$ cat src/rtl/lockstep_pipe_pkg.sv
package lockstep_pipe_pkg;
  typedef enum logic [1:0] {
    OP_INC = 2'd0,
    OP_DBL = 2'd1,
    OP_XOR = 2'd2
  } stage_op_e;

  localparam int NUM_REGS = 2;
endpackage

$ cat src/rtl/lp_stage_fn.sv
module lp_stage_fn
  import lockstep_pipe_pkg::*;
#(
  parameter int          W   = 16,
  parameter stage_op_e   OP  = OP_INC,
  parameter logic [W-1:0] KEY = '0
) (
  input  logic [W-1:0] a_i,
  output logic [W-1:0] y_o
);
  generate
    if (OP == OP_INC) begin : g_inc
      assign y_o = a_i + W'(1);
    end else if (OP == OP_DBL) begin : g_dbl
      assign y_o = {a_i[W-2:0], 1'b0};
    end else begin : g_xor
      assign y_o = a_i ^ KEY;
    end
  endgenerate
endmodule

$ cat src/rtl/lp_stage_reg.sv
module lp_stage_reg #(
  parameter int W = 16
) (
  input  logic         clk_i,
  input  logic         rst_ni,
  input  logic         adv_i,
  input  logic         v_i,
  input  logic         load_i,
  input  logic [W-1:0] d_i,
  output logic         v_o,
  output logic [W-1:0] d_o
);
  always_ff @(posedge clk_i or negedge rst_ni) begin
    if (!rst_ni)    v_o <= 1'b0;
    else if (adv_i) v_o <= v_i;
  end

  // data needs no reset; qualified by v_o
  always_ff @(posedge clk_i) begin
    if (adv_i && load_i) d_o <= d_i;
  end
endmodule

$ cat src/rtl/lp_adv_ctrl.sv
module lp_adv_ctrl (
  input  logic out_ready_i,
  input  logic tail_v_i,
  output logic adv_o
);
  // shift when sink takes data or tail slot is a bubble
  assign adv_o = out_ready_i | ~tail_v_i;
endmodule

$ cat src/rtl/lockstep_pipe.sv
module lockstep_pipe
  import lockstep_pipe_pkg::*;
#(
  parameter int           W   = 16,
  parameter logic [W-1:0] KEY = 16'hA5C3
) (
  input  logic         clk_i,
  input  logic         rst_ni,
  input  logic         in_valid_i,
  output logic         in_ready_o,
  input  logic [W-1:0] in_data_i,
  output logic         out_valid_o,
  input  logic         out_ready_i,
  output logic [W-1:0] out_data_o
);
  localparam int LAST = NUM_REGS - 1;

  logic                adv;
  logic [NUM_REGS-1:0] v_q;
  logic [W-1:0]        d_q   [NUM_REGS];
  logic [W-1:0]        fn_y  [NUM_REGS];

  lp_adv_ctrl u_adv (
    .out_ready_i (out_ready_i),
    .tail_v_i    (v_q[LAST]),
    .adv_o       (adv)
  );

  generate
    for (genvar i = 0; i < NUM_REGS; i++) begin : g_stage
      if (i == 0) begin : g_head
        lp_stage_fn #(.W(W), .OP(OP_INC), .KEY(KEY)) u_fn (
          .a_i (in_data_i),
          .y_o (fn_y[i])
        );
        lp_stage_reg #(.W(W)) u_reg (
          .clk_i  (clk_i),
          .rst_ni (rst_ni),
          .adv_i  (adv),
          .v_i    (in_valid_i),
          .load_i (in_valid_i),
          .d_i    (fn_y[i]),
          .v_o    (v_q[i]),
          .d_o    (d_q[i])
        );
      end else begin : g_body
        lp_stage_fn #(.W(W), .OP(OP_DBL), .KEY(KEY)) u_fn (
          .a_i (d_q[i-1]),
          .y_o (fn_y[i])
        );
        lp_stage_reg #(.W(W)) u_reg (
          .clk_i  (clk_i),
          .rst_ni (rst_ni),
          .adv_i  (adv),
          .v_i    (v_q[i-1]),
          .load_i (1'b1),
          .d_i    (fn_y[i]),
          .v_o    (v_q[i]),
          .d_o    (d_q[i])
        );
      end
    end
  endgenerate

  lp_stage_fn #(.W(W), .OP(OP_XOR), .KEY(KEY)) u_fn_out (
    .a_i (d_q[LAST]),
    .y_o (out_data_o)
  );

  assign in_ready_o  = adv;
  assign out_valid_o = v_q[LAST];
endmodule

$ cat config.mk
export PLATFORM = sky130hd
export DESIGN_NAME = lockstep_pipe
export DESIGN_NICKNAME = d
export VERILOG_FILES = /design/src/rtl/lockstep_pipe_pkg.sv /design/src/rtl/lp_stage_fn.sv /design/src/rtl/lp_stage_reg.sv /design/src/rtl/lp_adv_ctrl.sv /design/src/rtl/lockstep_pipe.sv
export SDC_FILE = /design/constraint.sdc
export NUM_CORES = 1
export LEC_CHECK = 0
export ABC_CLOCK_PERIOD_IN_PS = 1500
export BUFFER_PORTS_ARGS = -buffer_cell sky130_fd_sc_hd__clkbuf_2
export CAP_MARGIN = 10
export CORE_ASPECT_RATIO = 0.8
export CORE_MARGIN = 5
export CORE_UTILIZATION = 52
export DETAILED_ROUTE_END_ITERATION = 12
export PLACE_DENSITY = 0.78
export SYNTH_ARGS = -nofsm -noshare
export SYNTH_HDL_FRONTEND = slang
export SYNTH_HIERARCHICAL = 1
export SYNTH_SLANG_ARGS = --single-unit
$ cat constraint.sdc
create_clock -name clk_i -period 1.5 [get_ports clk_i]
set_input_delay 0.075 -clock clk_i [delete_from_list [all_inputs] [get_ports clk_i]]
set_output_delay 0.075 -clock clk_i [all_outputs]
set_load 0.005 [all_outputs]
After elaboration in Yosys (flattened, before gate mapping)
Index checks and enable logic that the tools add are counted.

cells by class
  reductions and logical operators = 1
  add/subtract/negate cells = 1
  bitwise operators = 3

operators by type and width
  operator                                                          count
  15-bit by 1-bit adder with 15-bit output (second input constant)  1
  8-bit inverter                                                    1
  1-bit logical AND                                                 1
  1-bit inverter                                                    1
  1-bit bitwise OR                                                  1

storage, ports and cells
  word-level logic and storage cells = 9
  register bits = 32

Longest topological paths before layout
Gate-level depths: netlist of the first run.

  depth after elaboration = 3
  mapped depth = 4
  depth with buffers taken out = 4

Cells and area by module
The synthesis of the first run kept the hierarchy.

modules (own cells, without submodules)
  module                                 sequential area each (µm²)  area each (µm²)  cells an instance  times used
  lp_stage_reg                           505.5                       528.0            19                 2
  lp_stage_fn at g_stage[0].g_head.u_fn  0.0                         297.8            43                 1
  lp_stage_fn at g_stage[1].g_body.u_fn  0.0                         123.9            17                 1
  lp_stage_fn at u_fn_out                0.0                         90.1             16                 1
  lp_adv_ctrl                            0.0                         6.3              1                  1
  lockstep_pipe                          0.0                         3.8              1                  1

Least setup slack after synthesis of the first run
No wires, ideal clock.

  kind = register to register
  from = register g_stage[1].g_body.u_reg.v_o
  to = register g_stage[0].g_head.u_reg.d_o[0], enable pin
  path slack = 252 ps
  arrival time = 915 ps
  stages on the path, launching flop included = 3
  setup time = 334 ps
  period minus slack after synthesis = 1,248 ps
  cells stage by stage = dfrtp_1 nand2b_1 and2_2

on the way
  longest elaborated chain between the ends = 3

RTL lines
  item                    line                 source
  from (decl)             lp_stage_reg.sv:10   output logic v_o,
  from (signal assigned)  lp_stage_reg.sv:15   else if (adv_i) v_o <= v_i;
  1-bit inverter          lp_adv_ctrl.sv:7     assign adv_o = out_ready_i | ~tail_v_i;
  1-bit bitwise OR        lp_adv_ctrl.sv:7
  via in_ready_o          lockstep_pipe.sv:10  output logic in_ready_o,
  1-bit logical AND       lp_stage_reg.sv:20   if (adv_i && load_i) d_o <= d_i;
  to (signal assigned)    lp_stage_reg.sv:20
  to (decl)               lp_stage_reg.sv:11   output logic [W-1:0] d_o

The timed path passes the listed nets, and every way through them passes these cells.
A chain may end at the register's enable or synchronous reset.

Final worst setup path of the first run
  from = register g_stage[1].g_body.u_reg.v_o
  to = register g_stage[1].g_body.u_reg.d_o[10], enable pin

on the way
  longest elaborated chain between the ends = 2

RTL lines
  item                  line
  1-bit inverter        lp_adv_ctrl.sv:7
  1-bit bitwise OR      lp_adv_ctrl.sv:7
  to (signal assigned)  lp_stage_reg.sv:20
  to (decl)             lp_stage_reg.sv:11

No other way between the ends.

==> results.py, run 1 <==
metrics = {
    "run_status": {
        "outcome": "finished clean",
    },
    "final_layout": {
        "final_nets": 153,
        "register_area_sq_um": 981,
        "drive_gt1_frac": 0.361,
        "layoutNonFillerInstCount": 171,
        "area_growth_pct": 9.02,
        "fillers": 228,
        "insertedDiodeCount": 0,
        "multi_input_comb_area_sq_um": 320,
    },
    "global_route": {
        "track_usage": 0.116,
        "grt_pass1_wl_um": 3430,
        "antenna_found_initial": 0,
        "grt_max_degree": 17,
        "grt.overflow.total": 0,
        "grt_pass1_vias": 766,
    },
    "worst_setup_path": {
        "critical_path_class": "reg -> reg",
        "setup.worst_path.start_class": "flip-flop",
        "end_kind": "flip-flop",
        "required_ps": 1440,
        "cp.arrival_ps": 1300,
        "crit_fanout": 16,
    },
    "synthesis": {
        "yosysWarnings": 6,
        "synth_area_sq_um": 1530,
        "synth.net_count": 133,
        "syn_inst": 112,
        "avgSynthCellArea_sq_um": 13.6,
    },
    "sta": {
        "tns_ps": 0,
        "period_needed_ps": 1360,
        "timing.hold.ws_ps": 48.3,
        "fin_skew_ps": 5.11,
        "fmax_mhz": 737,
        "finalCritPeriodShare": 0.905,
        "finalSetupViolCount": 0,
        "drv_slew": 0,
        "hold_viol_final": 0,
        "grt_setup_unrepaired": "false",
    },
    "placed_design": {
        "dpl.cell_count": 162,
        "io_buffers": 36,
        "hpwl_um": 1690,
        "gp_congestion": 0.844,
    },
    "power_and_ir_drop": {
        "total_power_mw": 1.95,
        "ir_drop_uv": 484,
        "switching_share": 0.211,
        "combPwrFrac": 0.105,
        "seq_power_share": 0.587,
        "p_leak_nw": 0.695,
        "power.density_nw_per_um2": 1170,
        "p_clk_frac": 0.308,
        "internal_power_mw": 1.54,
        "p_sw_mw": 0.411,
    },
    "clock_network": {
        "cts-buffers-inserted": 5,
        "clock_latency_ps": 270,
        "cts_resized": 0,
        "clockBufferDepth": 2,
        "cts_root_buf": "clkbuf_8",
        "path_clk_slew_ps": 60,
        "numClockSinks": 33,
        "htree_levels": 2,
        "cts_tree": "yes",
        "cts_setup_buffers": 0,
    },
    "floorplan": {
        "initial_core_util": 0.548,
        "die_area_sq_um": 4130,
        "fp.dieW_um": 70.6,
        "std_cell_rows": 17,
        "die_y_um": 58.5,
        "core_sq_um": 2790,
        "ios": 38,
    },
    "drt": {
        "drtIter0Drc": 33,
        "ant_nets": 0,
        "vias": 773,
        "drc_errors": 0,
        "wl_per_cell_um": 12.4,
        "wl_um": 2120,
        "viasPerCell": 4.52,
        "first_pass_iters": 4,
    },
    "worst_hold_path": {
        "hold_class": "in -> reg",
    },
    "run": {
        "cap_viol_max_count": 0,
    },
}
per-layer routing:
layer / routed length, um / up-vias / GRT usage
li1: - / 395 / -
met3: 217 / 5 / 0.0563
met5: 0 / - / 0
met4: 58 / 0 / 0.0724
met2: 963 / 35 / 0.177
met1: 882 / 338 / 0.132
sequential cells by signal, summed over array words and instances (netlist names):
| register | flops |
|---|---|
| g_stage.g_body.u_reg/d_o | 16 |
| g_stage.g_head.u_reg/d_o | 15 |
| g_stage.g_head.u_reg/v_o | 1 |
| g_stage.g_body.u_reg/v_o | 1 |
critical path, stage by stage (launching register included):
cell	delay, ps
dfrtp_1	400
nand2b_1	200
and2_2	420
power by group through the flow:
stage / Combinational (mW) / Clock [mW] / Sequential (mW)
floorplan: 0.166 / 0 / 1.15
global placement: 0.199 / 0 / 1.16
detailed placement: 0.206 / 0 / 1.16
CTS: 0.209 / 0.616 / 1.14
global route: 0.230 / 0.662 / 1.15
finish: 0.205 / 0.599 / 1.14
final timing paths:
kind	from	end	slack, ps	depth (start not counted)
hold reg to reg	g_stage[0].g_head.u_reg/d_o[12]	g_stage[1].g_body.u_reg/d_o[13]	410	0
hold / removal	in_valid_i	g_stage[0].g_head.u_reg/v_o	50	2
min in group asynchronous	rst_ni	g_stage[0].g_head.u_reg/v_o	120	2
setup / recovery	g_stage[1].g_body.u_reg/v_o	g_stage[1].g_body.u_reg/d_o[10]	140	2
max in group asynchronous	rst_ni	g_stage[1].g_body.u_reg/v_o	1280	2
setup reg to reg	g_stage[1].g_body.u_reg/v_o	g_stage[1].g_body.u_reg/d_o[10]	140	2
layout make-up:
class	count	share of cell area
Inverter	12	0.0271
Tap cell	38	0.0286
Clock buffer	8	0.0481
Sequential cell	33	0.589
Timing Repair Buffer	37	0.114
Multi-Input combinational cell	43	0.192
stage by stage:
step           cell area, sq um  setup slack, ps   util
6_report                   1660              143  0.597
5_1_grt                    1660             50.3  0.597
4_1_cts                    1660              125  0.597
3_5_place_dp               1570              109  0.565
3_3_place_gp               1570              213  0.565
2_1_floorplan              1530              252      -
cell usage in the layout, fill, tap and decap left out, types with 2 or more instances in the layout:
cell type	instances
inv_1	12
nand4_1	2
dfrtp_1	2
conb_1	2
clkbuf_8	5
xnor2_1	5
xor2_1	8
and2_2	2
nor4_1	2
clkbuf_1	3
mux2_4	2
edfxtp_1	31
nor3_1	4
nand3_1	4
nand2_1	4
clkbuf_2	36
nor2_1	3
timing repair:
| action | 4_1_cts | 5_1_grt |
|---|---|---|
| hold buffers | 1 | 0 |
| hold endpoints to repair | 2 | 0 |
| endpoints found under the setup margin | 0 | 0 |
No activity file was read; power rests on OpenSTA's default activity.
==> run 2, diff against run 1 <==
--- a/config.mk
+++ b/config.mk
@@ -9,7 +9,7 @@
 export BUFFER_PORTS_ARGS = -buffer_cell sky130_fd_sc_hd__clkbuf_2
 export CAP_MARGIN = 10
 export CORE_ASPECT_RATIO = 0.8
-export CORE_MARGIN = 5
+export CORE_MARGIN = 2
 export CORE_UTILIZATION = 52
 export DETAILED_ROUTE_END_ITERATION = 12
 export PLACE_DENSITY = 0.78
==> run 2 against run 1 <==
Effect of this change: via count stayed put; clock skew fell by 1.1 ps; global-route usage increased by 2.1 points; clock-buffer cell count down 3; design area is 0.38% higher; clock power up 3.5%; setup slack about the same; hold slack got worse by 0.79 ps; non-clock buffer count unchanged; critical endpoint is now g_stage[1].g_body.u_reg/d_o[6]; highest routed layer unchanged.
==> results.py, run 2 (same netlist as run 1, synthesis figures left out) <==
metrics = {
    "run_status": {
        "outcome": "finished clean",
    },
    "clock_network": {
        "cts_setup_buffers": 0,
        "cts_root_buf": "clkbuf_8",
        "path_clk_slew_ps": 60,
        "clock_latency_ps": 280,
        "cts_tree": "yes",
        "clockBufferDepth": 2,
        "numClockSinks": 33,
        "cts-buffers-inserted": 5,
        "htree_levels": 2,
    },
    "floorplan": {
        "die_y_um": 52.5,
        "ios": 38,
        "core_sq_um": 2790,
        "std_cell_rows": 17,
        "fp.dieW_um": 64.6,
        "die_area_sq_um": 3390,
        "initial_core_util": 0.548,
    },
    "power_and_ir_drop": {
        "p_sw_mw": 0.441,
        "seq_power_share": 0.581,
        "switching_share": 0.224,
        "p_leak_nw": 0.700,
        "combPwrFrac": 0.104,
        "p_clk_frac": 0.315,
        "power.density_nw_per_um2": 1180,
        "ir_drop_uv": 550,
        "internal_power_mw": 1.53,
        "total_power_mw": 1.97,
    },
    "worst_setup_path": {
        "timing.rr.start": "g_stage[1].g_body.u_reg/v_o",
        "cp.arrival_ps": 1300,
        "path_cells": "nand2b_1 -> and2_2",
        "reg2reg_to": "g_stage[1].g_body.u_reg/d_o[6]",
        "cpLargestDelayFamily": "simple AND/OR/NAND/NOR gates",
        "regToRegSetupSlack_ps": 140,
        "crit_fanout": 16,
        "setup.worst_path.start_class": "flip-flop",
        "reg2reg_depth": 2,
        "path_buf_inv": 0,
        "required_ps": 1440,
        "critical_path_class": "reg -> reg",
        "end_kind": "flip-flop",
        "slowest_delay_ps": 410,
        "cpMaxStageDelayCell": "and2_2",
    },
    "final_layout": {
        "area_growth_pct": 9.43,
        "final_util": 0.599,
        "largest-register": "g_stage.g_body.u_reg/d_o",
        "drive_gt1_frac": 0.383,
        "insertedDiodeCount": 0,
        "final_cell_mix": "clkbuf_2, edfxtp_1, inv_1, xor2_1",
        "largest_reg_flops": 16,
        "final_nets": 153,
        "top_regs": "g_stage.g_body.u_reg/d_o x16, g_stage.g_head.u_reg/d_o x15",
        "final_common_cell": "clkbuf_2",
    },
    "drt": {
        "drtIter0Drc": 14,
        "first_pass_iters": 4,
        "wl_um": 2010,
        "viasPerCell": 4.52,
        "wl_per_cell_um": 11.8,
        "drc_errors": 0,
        "vias": 773,
        "ant_nets": 0,
    },
    "sta": {
        "fin_skew_ps": 3.97,
        "setup_slack_ps": 143,
        "drv_slew": 0,
        "timing.hold.ws_ps": 47.5,
        "finalSetupViolCount": 0,
        "period_needed_ps": 1360,
        "fmax_mhz": 737,
        "finalCritPeriodShare": 0.904,
        "grt_setup_unrepaired": "false",
        "hold_viol_final": 0,
        "tns_ps": 0,
    },
    "global_route": {
        "track_usage": 0.137,
        "grt_max_degree": 17,
        "antenna_found_initial": 0,
        "grt_pass1_vias": 683,
        "grt_pass1_wl_um": 3160,
        "grt.overflow.total": 0,
    },
    "placed_design": {
        "dpl_worst_slack_ps": 129,
        "hpwl_um": 1520,
        "gp_congestion": 0.744,
        "io_buffers": 36,
    },
    "worst_hold_path": {
        "hold_depth": 2,
        "hold_class": "in -> reg",
        "min_from": "in_valid_i",
        "holdPathEnd": "g_stage[0].g_head.u_reg/v_o",
    },
    "run": {
        "cap_viol_max_count": 0,
    },
}
run 2: cell types whose count changed in the layout (fill, tap and decap cells not counted), sizes merged:
cell / before / now
clkinvlp: 0 / 1
clkbuf: 44 / 41
clkinv: 0 / 2
run 2: through the flow:
step | cells | cell area, sq um
final | 171 | 1670
after CTS | 171 | 1670
after detailed placement | 162 | 1570
after floorplan | 112 | 1530
after global placement | 162 | 1570
after global routing | 171 | 1670
run 2: layout make-up:
class | count | area, sq um
clock buffer | 5 | 68.8
clock inverter | 3 | 17.5
fill | 212 | 1120
inverter | 12 | 45.0
multi-input combinational | 43 | 320
sequential | 33 | 981
tap | 38 | 47.5
timing repair buffer | 37 | 190
run 2: power by group through the flow:
stage | sequential (mW) | combinational [mW] | clock [mW]
2_1_floorplan | 1.15 | 0.166 | 0
3_3_place_gp | 1.16 | 0.197 | 0
3_5_place_dp | 1.16 | 0.205 | 0
4_1_cts | 1.14 | 0.208 | 0.637
5_1_grt | 1.15 | 0.225 | 0.672
6_report | 1.14 | 0.205 | 0.620
run 2: how the worst max path moves through the flow:
stage	startpoint	to	cells past startpoint
after floorplan	g_stage[1].g_body.u_reg/v_o	g_stage[1].g_body.u_reg/d_o[0]	2
after global placement	in_data_i[0]	g_stage[0].g_head.u_reg/d_o[12]	5
after detailed placement	g_stage[1].g_body.u_reg/v_o	g_stage[1].g_body.u_reg/d_o[10]	2
after CTS	g_stage[1].g_body.u_reg/v_o	g_stage[1].g_body.u_reg/d_o[12]	2
after global routing	g_stage[1].g_body.u_reg/v_o	g_stage[1].g_body.u_reg/d_o[12]	2
final	g_stage[1].g_body.u_reg/v_o	g_stage[1].g_body.u_reg/d_o[6]	2
run 2: repair_timing:
| item | CTS | global route |
|---|---|---|
| resized for setup | 0 | 0 |
| hold endpoints to repair | 2 | 0 |
| hold buffers | 1 | 0 |
run 2: per-layer routing:
metal / global-route usage / up-vias / part of all wire
met5: 0 / - / 0
li1: - / 395 / -
met4: 0.0922 / 0 / 0.024
met1: 0.170 / 336 / 0.46
met2: 0.191 / 37 / 0.44
met3: 0.0624 / 5 / 0.080
run 2: worst reg2reg max path: stages (launching register included):
cell	delay, ps
dfrtp_1	400
nand2b_1	210
and2_2	410
